[config.mk]
export PLATFORM = sky130hd
export DESIGN_NAME = tmr_host_if
export DESIGN_NICKNAME = d
export VERILOG_FILES = /design/src/rtl/tmr_pkg.sv /design/src/rtl/tmr_ctrl_dec.sv /design/src/rtl/tmr_chan_port.sv /design/src/rtl/tmr_host_if.sv
export SDC_FILE = /design/constraint.sdc
export NUM_CORES = 1
export LEC_CHECK = 0
export BUFFER_PORTS_ARGS = -buffer_cell sky130_fd_sc_hd__buf_2
export CORE_AREA = 10 10 127 129
export DETAILED_ROUTE_END_ITERATION = 16
export DIE_AREA = 0 0 137 139
export GPL_ROUTABILITY_DRIVEN = 0
export HOLD_SLACK_MARGIN = 0.1
export PLACE_DENSITY = 0.81
export SLEW_MARGIN = 10
export SYNTH_ARGS = -nofsm -noshare
export SYNTH_HDL_FRONTEND = slang
export SYNTH_SLANG_ARGS = --single-unit
[constraint.sdc]
create_clock -name clk_i -period 2.31 [get_ports clk_i]
set_input_delay 0.1155 -clock clk_i [delete_from_list [all_inputs] [get_ports clk_i]]
set_output_delay 0.1155 -clock clk_i [all_outputs]
set_load 0.1 [all_outputs]
[src/rtl/tmr_pkg.sv]
package tmr_pkg;
  localparam int MW = 3;

  typedef enum logic [1:0] {
    ACC_SNAP = 2'b00,
    ACC_LO   = 2'b01,
    ACC_HI   = 2'b10,
    ACC_WORD = 2'b11
  } acc_e;

  typedef struct packed {
    acc_e          acc;
    logic [MW-1:0] mode;
    logic          bcd;
  } cfg_t;
endpackage

[src/rtl/tmr_ctrl_dec.sv]
module tmr_ctrl_dec
  import tmr_pkg::*;
#(
  parameter int NCH = 3,
  parameter int AW  = 2
) (
  input  logic           wr_i,
  input  logic [AW-1:0]  addr_i,
  input  logic [7:0]     wdata_i,
  output cfg_t           cfg_o,
  output logic [NCH-1:0] cfg_we_o,
  output logic [NCH-1:0] snap_o,
  output logic [NCH-1:0] cnt_wr_o
);
  localparam logic [AW-1:0] CTRL = AW'(NCH);

  logic ctl_wr;
  assign ctl_wr = wr_i && (addr_i == CTRL);
  assign cfg_o  = cfg_t'(wdata_i[5:0]);

  always_comb begin
    cfg_we_o = '0;
    snap_o   = '0;
    cnt_wr_o = '0;
    for (int c = 0; c < NCH; c++) begin
      if (ctl_wr && int'(wdata_i[7:6]) == c) begin
        if (acc_e'(wdata_i[5:4]) == ACC_SNAP) snap_o[c] = 1'b1;
        else                                  cfg_we_o[c] = 1'b1;
      end
      cnt_wr_o[c] = wr_i && (addr_i == AW'(c));
    end
  end
endmodule

[src/rtl/tmr_chan_port.sv]
module tmr_chan_port
  import tmr_pkg::*;
#(
  parameter int BW = 8,
  localparam int CW = 2 * BW
) (
  input  logic          clk_i,
  input  logic          rst_ni,
  input  logic          cfg_we_i,
  input  cfg_t          cfg_i,
  input  logic          snap_i,
  input  logic          wr_i,
  input  logic          rd_i,
  input  logic [BW-1:0] wdata_i,
  input  logic [CW-1:0] count_i,
  output logic [BW-1:0] rdata_o,
  output logic [MW-1:0] mode_o,
  output logic          bcd_o,
  output logic          ctrl_o,
  output logic          load_o,
  output logic [CW-1:0] init_o
);
  acc_e          acc_q;
  logic          wtog_q, rtog_q, held_q;
  logic [CW-1:0] snap_q;
  logic [BW-1:0] lo_q;
  logic [CW-1:0] src;

  always_ff @(posedge clk_i or negedge rst_ni) begin
    if (!rst_ni) begin
      acc_q  <= ACC_WORD;
      mode_o <= '0;
      bcd_o  <= 1'b0;
      wtog_q <= 1'b0;
      rtog_q <= 1'b0;
      held_q <= 1'b0;
      snap_q <= '0;
      lo_q   <= '0;
      init_o <= '0;
      load_o <= 1'b0;
      ctrl_o <= 1'b0;
    end else begin
      load_o <= 1'b0;
      ctrl_o <= 1'b0;
      if (cfg_we_i) begin
        acc_q  <= cfg_i.acc;
        mode_o <= cfg_i.mode;
        bcd_o  <= cfg_i.bcd;
        wtog_q <= 1'b0;
        rtog_q <= 1'b0;
        held_q <= 1'b0;
        ctrl_o <= 1'b1;
      end else begin
        if (snap_i && !held_q) begin
          held_q <= 1'b1;
          snap_q <= count_i;
        end
        if (wr_i) begin
          unique case (acc_q)
            ACC_LO: begin
              init_o <= {{BW{1'b0}}, wdata_i};
              load_o <= 1'b1;
            end
            ACC_HI: begin
              init_o <= {wdata_i, {BW{1'b0}}};
              load_o <= 1'b1;
            end
            default: begin
              if (!wtog_q) begin
                lo_q   <= wdata_i;
                wtog_q <= 1'b1;
              end else begin
                init_o <= {wdata_i, lo_q};
                load_o <= 1'b1;
                wtog_q <= 1'b0;
              end
            end
          endcase
        end
        if (rd_i) begin
          if (acc_q == ACC_WORD) rtog_q <= ~rtog_q;
          // release after last byte of the snapshot
          if (held_q && (acc_q != ACC_WORD || rtog_q)) held_q <= 1'b0;
        end
      end
    end
  end

  assign src = held_q ? snap_q : count_i;

  always_comb begin
    unique case (acc_q)
      ACC_LO:  rdata_o = src[BW-1:0];
      ACC_HI:  rdata_o = src[CW-1:BW];
      default: rdata_o = rtog_q ? src[CW-1:BW] : src[BW-1:0];
    endcase
  end
endmodule

[src/rtl/tmr_host_if.sv]
module tmr_host_if
  import tmr_pkg::*;
#(
  parameter int NCH = 3,
  parameter int BW  = 8,
  localparam int CW = 2 * BW,
  localparam int AW = $clog2(NCH + 1)
) (
  input  logic              clk_i,
  input  logic              rst_ni,
  input  logic [AW-1:0]     addr_i,
  input  logic              wr_i,
  input  logic              rd_i,
  input  logic [BW-1:0]     wdata_i,
  output logic [BW-1:0]     rdata_o,
  input  logic [NCH*CW-1:0] count_i,
  output logic [NCH*MW-1:0] mode_o,
  output logic [NCH-1:0]    bcd_o,
  output logic [NCH-1:0]    ctrl_o,
  output logic [NCH-1:0]    load_o,
  output logic [NCH*CW-1:0] init_o
);
  cfg_t           cfg;
  logic [NCH-1:0] cfg_we, snap, cnt_wr;
  logic [BW-1:0]  ch_rd [NCH];

  tmr_ctrl_dec #(.NCH(NCH), .AW(AW)) u_dec (
    .wr_i    (wr_i),
    .addr_i  (addr_i),
    .wdata_i (wdata_i),
    .cfg_o   (cfg),
    .cfg_we_o(cfg_we),
    .snap_o  (snap),
    .cnt_wr_o(cnt_wr)
  );

  for (genvar c = 0; c < NCH; c++) begin : g_ch
    logic rd_c;
    assign rd_c = rd_i && (addr_i == AW'(c));
    tmr_chan_port #(.BW(BW)) u_ch (
      .clk_i   (clk_i),
      .rst_ni  (rst_ni),
      .cfg_we_i(cfg_we[c]),
      .cfg_i   (cfg),
      .snap_i  (snap[c]),
      .wr_i    (cnt_wr[c]),
      .rd_i    (rd_c),
      .wdata_i (wdata_i),
      .count_i (count_i[c*CW +: CW]),
      .rdata_o (ch_rd[c]),
      .mode_o  (mode_o[c*MW +: MW]),
      .bcd_o   (bcd_o[c]),
      .ctrl_o  (ctrl_o[c]),
      .load_o  (load_o[c]),
      .init_o  (init_o[c*CW +: CW])
    );
  end

  always_comb begin
    rdata_o = '0;
    for (int c = 0; c < NCH; c++)
      if (addr_i == AW'(c)) rdata_o = ch_rd[c];
  end
endmodule

== After elaboration in Yosys (flattened, before gate mapping) ==
Index checks and enable logic that the tools add are counted.

* Bits in registers: 153
* Input port bits: 62
* Output and inout bits: 74
* Logic and storage cells: 194

* Equality and inequality tests: 20
* Muxes and demuxes: 74
* Bitwise logic cells: 12
* Reduce and logical (&&, ||, !) cells: 55

{| class="wikitable"
|+ Operators by type and width
! kind !! number
|-
| 16-bit 2-to-1 mux || 6
|-
| 16-bit one-hot mux with 2 select lines || 3
|-
| 1-bit 2-to-1 mux || 56
|-
| 8-bit 2-to-1 mux || 6
|-
| 8-bit one-hot mux with 2 select lines || 3
|-
| 2-bit equality test, second input constant || 10
|-
| 2-bit AND reduction || 9
|-
| 2-bit nonzero test || 9
|-
| 1-bit logical AND || 16
|-
| 1-bit inverter || 12
|-
| 4-bit AND reduction || 3
|-
| 3-bit AND reduction || 3
|-
| 3-bit nonzero test || 3
|-
| 2-bit by 1-bit equality test with 1-bit output, second input constant || 4
|-
| 2-bit zero test || 3
|-
| 2-bit by 1-bit != test with 1-bit output, second input constant || 3
|-
| 2-bit != test, second input constant || 3
|-
| 2-bit OR reduction || 3
|-
| 1-bit zero test || 3
|-
| 1-bit logical OR || 3
|}

== Longest topological paths before layout ==
Gate-level depths: netlist (run 1).

* Word-level depth: 9
* Mapped depth: 8
* Gate-level depth less buffers: 6

== Hierarchy ==
A second synthesis (run 1) with hierarchy kept.

* Cell total of the unflattened synthesis: 595
* Area, all modules: 7445.9 um^2

{| class="wikitable"
|+ Modules (own cells, without submodules)
! module !! instances !! cells each !! area an instance (um^2) !! sequential area each (um^2)
|-
| tmr_chan_port at g_ch[0].u_ch ... || 2 || 183 || 2364.8 || 1278.7
|-
| tmr_chan_port at g_ch[2].u_ch || 1 || 186 || 2371.0 || 1278.7
|-
| tmr_host_if || 1 || 23 || 200.2 || 0.0
|-
| tmr_ctrl_dec || 1 || 20 || 145.1 || 0.0
|}

== Worst setup path before layout (run 1) ==
OpenSTA, ideal clock, no wires.

* Path type: register -> output
* From: register g_ch[2].u_ch.acc_q[0]
* To: output rdata_o[6]
* Data arrival time: 2406 ps
* Required time: 2194 ps
* Setup slack: -212 ps
* Cell stages (with the launch flop): 8
* Buffers on the path: 1
* Cell sequence: dfstp_2 > inv_1 > ha_1 > clkbuf_1 > mux2i_1 > o32ai_1 > a22oi_1 > nand2_1

* Word-level cells in the longest chain between the ends: 3

{| class="wikitable"
|+ Ends and longest elaborated chain
! item !! line !! text
|-
| start: declaration || tmr_chan_port.sv:23 || <nowiki>acc_e acc_q;</nowiki>
|-
| start signal: assignment || tmr_chan_port.sv:46 || <nowiki>acc_q <= cfg_i.acc;</nowiki>
|-
| 2-bit equality test / 2-bit by 1-bit equality test with 1-bit output (equally long branches) || tmr_chan_port.sv:92 || <nowiki>unique case (acc_q)</nowiki>
|-
| 8-bit one-hot mux with 2 select lines * || tmr_chan_port.sv:92 ||
|-
| 8-bit 2-to-1 mux * || tmr_host_if.sv:62 || <nowiki>if (addr_i == AW'(c)) rdata_o = ch_rd[c];</nowiki>
|-
| end: declaration || tmr_host_if.sv:15 || <nowiki>output logic [BW-1:0] rdata_o,</nowiki>
|}

Every way passes the cells marked *; elsewhere a longest branch is shown, timed or not.

== Worst setup path after layout (run 1) ==
* From: register g_ch[0].u_ch.acc_q[0]
* To: output rdata_o[5]

* Word-level cells in the longest chain between the ends: 5

{| class="wikitable"
|+ Ends and longest elaborated chain
! item !! line
|-
| start: declaration || tmr_chan_port.sv:23
|-
| start signal: assignment || tmr_chan_port.sv:46
|-
| 2-bit equality test / 2-bit by 1-bit equality test with 1-bit output (equally long branches) || tmr_chan_port.sv:92
|-
| 8-bit one-hot mux with 2 select lines * || tmr_chan_port.sv:92
|-
| 8-bit 2-to-1 mux * (3 in series) || tmr_host_if.sv:62
|}

Marks and branches as above.

==> results of run 1 <==
[routing by layer]
layer	track usage, %	part of all wire, %	vias to the layer above
met2	37.1	51	246
met1	24.7	38	2911
met5	0	0	-
li1	-	-	2683
met3	7.57	8.6	44
met4	8.44	2.6	0
[kinds of logic (layout without fill, tap and decap cells)]
| logic type | after synthesis | in the layout | share of synthesized area, % |
|---|---|---|---|
| simple gates | 166 | 166 | 10.2 |
| flops | 153 | 153 | 52.6 |
| mux | 136 | 136 | 20.1 |
| compound gates | 121 | 121 | 10.8 |
| buf+inv | 67 | 271 | 4.22 |
| fa+ha+maj | 10 | 10 | 1.72 |
| xor+xnor | 3 | 3 | 0.360 |
[state kept, by name, indices dropped and copies added, names as in the netlist]
name,cells
g_ch.u_ch.acc_q,6
g_ch.u_ch.bcd_o,3
g_ch.u_ch.ctrl_o,3
g_ch.u_ch.held_q,3
g_ch.u_ch.init_o,48
g_ch.u_ch.lo_q,24
g_ch.u_ch.load_o,3
g_ch.u_ch.mode_o,9
g_ch.u_ch.rtog_q,3
g_ch.u_ch.snap_q,48
g_ch.u_ch.wtog_q,3
[through the flow]
step / instance area (um^2) / util (%) / setup TNS, ps / total power [mW]
floorplan: 7310 / - / -28.4 / 9.32
global placement: 8300 / 60.8 / 0 / 10.6
detailed placement: 8300 / 60.8 / 0 / 10.8
CTS: 9760 / 71.4 / -688 / 14.2
global route: 9800 / 71.7 / -1420 / 14.9
finish: 9800 / 71.7 / -983 / 14.3
[final timing paths]
path | startpoint | to | slack, ps | depth (start not counted)
max | g_ch[0].u_ch.acc_q[0] | rdata_o[5] | -150 | 8
min | rd_i | g_ch[1].u_ch.held_q | 130 | 4
max reg2reg | g_ch[2].u_ch.acc_q[0] | g_ch[2].u_ch.lo_q[2] | 190 | 8
min reg2reg | g_ch[0].u_ch.init_o[2] | g_ch[0].u_ch.init_o[2] | 480 | 2
max in group asynchronous | rst_ni | g_ch[1].u_ch.acc_q[0] | 1280 | 3
min in group asynchronous | rst_ni | g_ch[1].u_ch.init_o[2] | 270 | 2
[worst max-delay path, cell delays in order (launching register included)]
cell and delay, ps:
dfstp_2 550, inv_2 60, ha_4 300, mux2i_1 200, buf_4 210, o32ai_4 110, a22oi_2 200, nand2_2 100
buf_12 170
[where the power goes]
group / total [mW] / switching, mW / internal, mW
Clock: 2.88 / 1.13 / 1.74
Combinational: 7.45 / 5.36 / 2.09
Sequential: 4.00 / 0.482 / 3.52
Total: 14.3 / 6.98 / 7.35
[area by class of cell]
cell class	instances	area share, %
flip-flops and latches	153	39.1
inverters	14	0.536
multi-input cells	436	34.5
clock buffers	20	4.56
clock inverters	12	1.68
repair buffers	225	17.3
well taps	180	2.30
[timing repair]
| item | CTS | global route |
|---|---|---|
| endpoints found under the setup margin | 8 | 8 |
| hold endpoints to repair | 124 | 0 |
| gates cloned | 1 | 0 |
| hold buffers | 54 | 0 |
| pin swaps | 18 | 4 |
| resized for setup | 36 | 7 |
| setup buffers | 9 | 0 |
[cell usage in the layout (no fill, tap or decap), types with 3 or more instances in the layout]
| cell type | instances |
|---|---|
| ha_4 | 3 |
| mux2_2 | 83 |
| o2111ai_1 | 3 |
| a22oi_1 | 13 |
| dfstp_2 | 6 |
| dfrtp_1 | 147 |
| a22oi_2 | 7 |
| nor2_1 | 23 |
| a21oi_1 | 12 |
| dlygate4sd3_1 | 54 |
| a22o_1 | 6 |
| nor2b_1 | 4 |
| or2_2 | 3 |
| inv_1 | 13 |
| bufinv_16 | 3 |
| clkinv_4 | 5 |
| nand2b_1 | 3 |
| o32ai_1 | 12 |
| xor2_1 | 3 |
| nand2_2 | 8 |
| nand2_1 | 101 |
| buf_4 | 30 |
| buf_2 | 126 |
| ha_1 | 7 |
| clkbuf_16 | 17 |
| buf_12 | 12 |
| o21bai_1 | 3 |
| o21ai_0 | 51 |
| inv_6 | 3 |
| nand3_1 | 9 |
| o32ai_2 | 11 |
| mux2i_1 | 49 |
==> qor.yml, run 1 <==
placedCellCount: 944
dr.pass1.iters: 5
crit_arrival_ps: 2340
total_leakage_power_nw: 4.72
clkLatencyLatePin_ps: 430
worst_pin_slew_ps: 620
syn_nets: 728
path_class: "flip-flop to output port"
wl_per_cell_um: 20.1
ir_drop_uv: 779
synth_edf_count: 0
multiInputGateArea_um2: 3380
syn_inst: 656
cts_tree: "done"
slew_headroom_pct: 58.7
setup_ws_ps: -149
drv_slew: 0
synthTopCellsByArea: "dfrtp_1, mux2_2, mux2i_1, nand2_1, o21ai_0"
finClkSkew_ps: 9.32
cp-start-kind: "flip-flop"
drive_gt1_share_pct: 39.5
setup_viol: 8
synth_top_area_share_pct: 50.4
synthArstFlopShare_pct: 100
synth_ff_type: "dfrtp_1"
worst-path-max-fanout: 7
cts_root_buf: "clkbuf_16"
area_growth_pct: 34.4
hpwlAfterDp_mm: 13.4
fillers: 918
cts.sinks: 153
avgSynthCellArea_um2: 11.1
fp-row-count: 43
clk_pin_slew_ps: 60
cp-end-kind: "output port"
start_util_pct: 53.4
htree_levels: 4
netlist_area_um2: 7290
power-per-cell-area_nw_per_um2: 1460
synth_common_cells: "dfrtp_1, nand2_1, mux2_2"
die_x_um: 137
seq_area_um2: 3840
dieArea_um2: 19000
outcome: "finished with violations"
maxCapViolCount: 0
stdcell_count: 1040
synth_seq_cells: 153
synth_cell_types: 37
rsz0062_at_grt: "true"
grt_start_max_net_pins: 70
cts_buffer_depth: 2
route.detailed.drc: 0
wl_mm: 20.9
first_iter_violations: 382
layout_min_cycle_time_ps: 2460
avgViaCountPerCell: 5.66
yosysMostFrequentCell: "dfrtp_1"
grtUsageTotal_pct: 21.9
dp_slack_ps: 62.3
antenna_cells: 0
portBuffers: 135
numCtsBuffers: 17
ys.warnings.count: 0
yosysSeqAreaShare_pct: 52.6
holdWs_ps: 125
antenna_found_initial: 0
core_area_um2: 13700
grt_pass1_vias: 6199
num-nets-final: 919
finalHoldViolCount: 0
violations: "setup timing"
hp-class: "primary input to flip-flop"
dr_total_vias: 5884
grt_pass1_wl_mm: 32.6
period_share_pct: 106
overflow: 0
yosysTopAreaCell: "dfrtp_1"
die_h_um: 139
crit_required_ps: 2190
fmax_ghz: 0.407
ant_nets: 0
boundaryPins: 136
Note: power is estimated with default switching activity, not from simulation.
==> inputs of run 2 (changes only) <==
--- a/config.mk
+++ b/config.mk
@@ -6,9 +6,9 @@
 export NUM_CORES = 1
 export LEC_CHECK = 0
 export BUFFER_PORTS_ARGS = -buffer_cell sky130_fd_sc_hd__buf_2
-export CORE_AREA = 10 10 127 129
+export CORE_AREA = 10 10 149 110
 export DETAILED_ROUTE_END_ITERATION = 16
-export DIE_AREA = 0 0 137 139
+export DIE_AREA = 0 0 159 120
 export GPL_ROUTABILITY_DRIVEN = 0
 export HOLD_SLACK_MARGIN = 0.1
 export PLACE_DENSITY = 0.81
==> run 2 against run 1 <==
The flow still finishes with violations (setup timing). Combinational power shrank 2%. Register-to-register slack better by 120 ps. First-iteration DRC count is 9.7% higher. Sequential share of layout area increased by 0.21 points. Clock-buffer cell count shrank 3. Die area increased by 0.19%. Worst setup slack got worse by 38 ps. Hold slack gained 37 ps. Clock skew about the same. Flip-flop and latch count unchanged. Total power decreased by 0.35%. Clock power barely moved.
==> qor.yml, run 2 (same netlist as run 1, synthesis figures left out) <==
internal_power_mw: 7.20  # -2.0%
cts_buffer_depth: 2  # unchanged
combPwrFrac_pct: 51.2  # -0.8 points
htree_levels: 4  # unchanged
wl_per_cell_um: 20.1  # about the same
cts_tree: "done"
seq_power_share_pct: 28.4  # +0.5 points
route.detailed.drc: 0  # unchanged
seq_area_um2: 3840  # about the same
crit_required_ps: 2190  # about the same
worst_pin_slew_ps: 611  # -8.75 ps
cts.sinks: 153  # unchanged
core_area_um2: 13600  # -0.79%
violations: "setup timing"
ir_drop_uv: 824  # +5.8%
outcome: "finished with violations"
fp-row-count: 36  # -16%
num-nets-final: 920  # +0.11%
overflow: 0  # unchanged
clkLatencyLatePin_ps: 430  # about the same
cp-end-kind: "output port"
switchingPower_mw: 7.08  # +1.4%
wl_mm: 21.1  # +1.1%
timing.rr.end: "g_ch[1].u_ch.lo_q[3]"
crit_end: "rdata_o[5]"
die_h_um: 120  # -14%
switching_share_pct: 49.6  # +0.87 points
reg2reg_setup_slack_ps: 310  # +120 ps
antenna_cells: 0  # unchanged
layout_min_cycle_time_ps: 2500  # +37.8 ps
path_class: "flip-flop to output port"
first_iter_violations: 419  # +9.7%
slew_headroom_pct: 59.1  # +0.43 points
setup_ws_ps: -187  # -37.8 ps
cp-start-kind: "flip-flop"
grt_pass1_vias: 6122  # -1.2%
boundaryPins: 136  # unchanged
grt_pass1_wl_mm: 33.6  # +2.9%
dr_total_vias: 5862  # -0.37%
reg2regPathDepth: 7  # -1
drv_slew: 0  # unchanged
dieArea_um2: 19100  # +0.19%
finClkSkew_ps: 9.16  # -0.158 ps
finalHoldViolCount: 0  # unchanged
numCtsBuffers: 17  # unchanged
r2r_start: "g_ch[1].u_ch.acc_q[0]"
grtUsageTotal_pct: 21.7  # -0.24 points
worst-path-max-fanout: 6  # -1
multiInputGateArea_um2: 3390  # +0.15%
antenna_found_initial: 0  # unchanged
grt_start_max_net_pins: 64  # -8.6%
die_x_um: 159  # +16%
critPathLaunch: "g_ch[0].u_ch.acc_q[0]"
hpwlAfterDp_mm: 14.1  # +5.3%
fillers: 872  # -5.0%
mostFrequentLayoutCells: "dfrtp_1, buf_2, nand2_1, mux2_2, dlygate4sd3_1"
ant_nets: 0  # unchanged
setup_viol: 8  # unchanged
maxCapViolCount: 0  # unchanged
rsz0062_at_grt: "true"
crit_arrival_ps: 2380  # +40 ps
top_regs: "g_ch.u_ch.init_o x48, g_ch.u_ch.snap_q x48, g_ch.u_ch.lo_q x24"
period_share_pct: 108  # +1.6 points
area_growth_pct: 33.7
drive_gt1_share_pct: 40.3  # +0.77 points
hp-class: "primary input to flip-flop"
holdWs_ps: 162  # +36.6 ps
layout_commonest_cell: "dfrtp_1"
cts_root_buf: "clkbuf_16"
power_frac_clock_pct: 20.4  # +0.3 points
power-per-cell-area_nw_per_um2: 1460  # +0.16%
hp-start: "rd_i"
fmax_ghz: 0.400  # -1.5%
setup_tns_ps: -1120  # -141 ps
portBuffers: 135  # unchanged
avgViaCountPerCell: 5.58  # -1.4%
total_leakage_power_nw: 4.71  # -0.27%
dr.pass1.iters: 5  # unchanged
clk_pin_slew_ps: 60  # about the same
start_util_pct: 53.8  # +0.42 points
## run 2: per-stage QoR
step	instances	total power [mW]	instance area (um^2)	utilization, %	worst slack, ps
after CTS	1051	14.2	9710	71.6	-75.4
after global placement	961	10.7	8340	61.5	182
after floorplan	656	9.32	7310	-	-28.4
after global routing	1051	14.8	9750	71.9	-225
final	1051	14.3	9750	71.9	-187
after detailed placement	961	10.9	8340	61.5	93.9
## run 2: cell type report
type	count	share of cell area, %
Clock buffer	17	4.36
Clock inverter	15	1.91
Inverter	14	0.539
Multi-Input combinational cell	436	34.8
Sequential cell	153	39.4
Tap cell	190	2.44
Timing Repair Buffer	226	16.6
## run 2: worst min-delay path by stage
stage,end,slack [ps],cells past startpoint
detailed placement,g_ch[1].u_ch.snap_q[3],130,1
CTS,g_ch[1].u_ch.wtog_q,140,4
global route,g_ch[0].u_ch.rtog_q,170,4
global placement,g_ch[1].u_ch.snap_q[3],130,1
finish,g_ch[1].u_ch.rtog_q,160,4
floorplan,g_ch[0].u_ch.bcd_o,-180,0
## run 2: timing repair
action,4_1_cts,5_1_grt
endpoints found under the setup margin,8,8
buffers inserted,3,0
hold buffers,55,0
resized for setup,32,7
endpoints found under the hold margin,122,0
pin swaps,10,4
## run 2: critical path, cell delays in order (launching register included)
cell and delay [ps]:
dfstp_2 550, inv_2 60, ha_4 290, nor2_2 50, buf_4 170, o32ai_1 370, a22oi_1 170, nand2_2 130
buf_12 180
## run 2: layer usage
layer / track usage [%] / share of wire [%]
met1: 28.0 / 43
met2: 35.2 / 49
met3: 5.09 / 6.2
met4: 7.91 / 1.7
met5: 0 / 0
## run 2: power by group through the flow
stage | Clock [mW] | Sequential (mW) | Combinational (mW)
after global routing | 3.06 | 4.15 | 7.64
after global placement | 0 | 4.00 | 6.68
after floorplan | 0 | 6.78 | 2.54
after detailed placement | 0 | 4.07 | 6.84
after CTS | 2.93 | 4.03 | 7.20
final | 2.91 | 4.06 | 7.31
==> inputs of run 3 (changes only) <==
--- a/config.mk
+++ b/config.mk
@@ -7,6 +7,8 @@
 export LEC_CHECK = 0
 export BUFFER_PORTS_ARGS = -buffer_cell sky130_fd_sc_hd__buf_2
 export CORE_AREA = 10 10 149 110
+export CTS_BUF_LIST = sky130_fd_sc_hd__clkbuf_4
+export CTS_CLUSTER_DIAMETER = 40
 export DETAILED_ROUTE_END_ITERATION = 16
 export DIE_AREA = 0 0 159 120
 export GPL_ROUTABILITY_DRIVEN = 0
==> run 3 against run 2 <==
The run still ends with setup timing left. Total power is 7.7% lower. Clock-buffer cell count stayed put. Flip-flop and latch count stayed put. Maximum frequency is 6.5% lower. Routed wire length is 0.33% higher. Highest routed layer unchanged. Clock skew is 6.8 ps higher. Critical path depth stayed put. Clock power is 37% lower. First-iteration DRC count is 8.4% higher. Global-route usage is 0.22 points higher.
==> qor.yml, run 3 (same netlist as run 1, synthesis figures left out) <==
outcome: "finished with violations"
violations: "setup timing"
grt_pass1_wl_mm: 33.9  # +0.94%
htree_levels: 4  # unchanged
multiInputGateArea_um2: 3380  # -0.22%
drv_slew: 0  # unchanged
dieArea_um2: 19100  # unchanged
mostFrequentLayoutCells: "dfrtp_1, buf_2, nand2_1, mux2_2, dlygate4sd3_1"
worst-path-max-fanout: 7  # +1
cts_tree: "done"
holdWs_ps: 337  # +175 ps
path_class: "flip-flop to output port"
total_leakage_power_nw: 4.63  # -1.6%
placedCellCount: 961  # unchanged
num-nets-final: 931  # +1.2%
setup_tns_ps: -2530  # -1400 ps
avgViaCountPerCell: 5.57  # -0.17%
dr_total_vias: 5913  # +0.87%
fmax_ghz: 0.374  # -6.5%
slowest_delay_ps: 560  # about the same
worstPathCellList: "inv_2, ha_4, mux2i_1, buf_4, o32ai_2, a22oi_2, nand2_2, buf_12"
die_x_um: 159  # unchanged
layout_commonest_cell: "dfrtp_1"
period_share_pct: 116  # +7.5 points
setup_ws_ps: -361  # -174 ps
finalPower_mw: 13.2  # -7.7%
slew_headroom_pct: 61.3  # +2.2 points
ir_drop_uv: 823  # -0.15%
clk_pin_slew_ps: 140  # +80 ps
rsz0062_at_grt: "true"
hpwlAfterDp_mm: 14.1  # unchanged
maxCapViolCount: 0  # unchanged
boundaryPins: 136  # unchanged
area_growth_pct: 31.1
portBuffers: 135  # unchanged
die_h_um: 120  # unchanged
clkLatencyLatePin_ps: 560  # +130 ps
crit_arrival_ps: 2560  # +180 ps
cp-end-kind: "output port"
numCtsBuffers: 17  # unchanged
design_area_um2: 9560  # -2.0%
hp-class: "primary input to flip-flop"
crit_required_ps: 2190  # about the same
route.detailed.drc: 0  # unchanged
stdcell_count: 1062  # +1.0%
setup_viol: 8  # unchanged
grt_pass1_vias: 6198  # +1.2%
cts_buffer_depth: 2  # unchanged
first_iter_violations: 454  # +8.4%
wl_per_cell_um: 20.0  # -0.71%
ant_nets: 0  # unchanged
dr.pass1.iters: 5  # unchanged
cts.sinks: 153  # unchanged
core_area_um2: 13600  # unchanged
seq_area_um2: 3840  # unchanged
start_util_pct: 53.8  # unchanged
fillers: 905  # +3.8%
worst_pin_slew_ps: 578  # -33.3 ps
dp_slack_ps: 93.9  # unchanged
finalHoldViolCount: 0  # unchanged
fp-row-count: 36  # unchanged
drive_gt1_share_pct: 40.3  # -0.050 points
top_regs: "g_ch.u_ch.init_o x48, g_ch.u_ch.snap_q x48, g_ch.u_ch.lo_q x24"
overflow: 0  # unchanged
cp-start-kind: "flip-flop"
power-per-cell-area_nw_per_um2: 1380  # -5.8%
wl_mm: 21.2  # +0.33%
finClkSkew_ps: 16.0  # +6.82 ps
antenna_found_initial: 0  # unchanged
antenna_cells: 0  # unchanged
grt_start_max_net_pins: 38  # -41%
crit_slowest_cell: "dfstp_2"
dpl_cell_area_um2: 8340  # unchanged
layout_min_cycle_time_ps: 2670  # +174 ps
fin_util_pct: 70.5  # -1.4 points
grtUsageTotal_pct: 21.9  # +0.22 points
cts_root_buf: "clkbuf_4"
==> run 3: final timing paths <==
| check | startpoint | to | cells past startpoint | slack (ps) |
|---|---|---|---|---|
| setup / recovery | g_ch[0].u_ch.acc_q[0] | rdata_o[4] | 8 | -360 |
| hold / removal | count_i[17] | g_ch[1].u_ch.snap_q[1] | 3 | 340 |
| setup reg to reg | g_ch[1].u_ch.acc_q[0] | g_ch[1].u_ch.lo_q[3] | 7 | 280 |
| hold reg to reg | g_ch[2].u_ch.init_o[3] | g_ch[2].u_ch.init_o[3] | 2 | 490 |
| max in group asynchronous | rst_ni | g_ch[0].u_ch.acc_q[0] | 4 | 1080 |
| min in group asynchronous | rst_ni | g_ch[2].u_ch.init_o[8] | 3 | 550 |
==> run 3: area by class of cell <==
class | instances | share of cell area [%]
inverters | 14 | 0.550
flip-flops and latches | 153 | 40.1
clock inverters | 15 | 1.95
clock buffers | 17 | 1.34
repair buffers | 237 | 18.2
multi-input cells | 436 | 35.4
well taps | 190 | 2.49
==> run 3: per-layer routing <==
metal / vias up / global-route usage [%] / routed length [um]
li1: 2708 / - / -
met1: 2907 / 27.6 / 8960
met2: 247 / 35.9 / 10200
met3: 51 / 6.08 / 1540
met4: 0 / 7.27 / 505
met5: - / 0 / 0
==> run 3: timing repair <==
| action | CTS | global route |
|---|---|---|
| hold buffers | 63 | 0 |
| pin swaps | 13 | 1 |
| buffers inserted | 6 | 0 |
| gates resized for setup | 30 | 9 |
| endpoints found under the setup margin | 8 | 8 |
| hold endpoints to repair | 279 | 0 |
==> run 3: critical path, delay by kind of cell, from the launching register on <==
kind | cells | cell delay [ps]
adder cells (fa/ha/maj) | 1 | 300
multiplexers | 1 | 220
AO/OA/AOI/OAI | 2 | 350
AND/OR/NAND/NOR | 1 | 110
buffers and inverters | 3 | 440
flip-flops | 1 | 560
==> run 3: power by group <==
group          switching (mW)  leakage, nW  internal, mW  total [mW]
clock                    1.04        0.169         0.776        1.82
sequential              0.523         1.96          3.50        4.03
combinational            5.37         2.50          1.97        7.34
total                    6.93         4.63          6.25        13.2
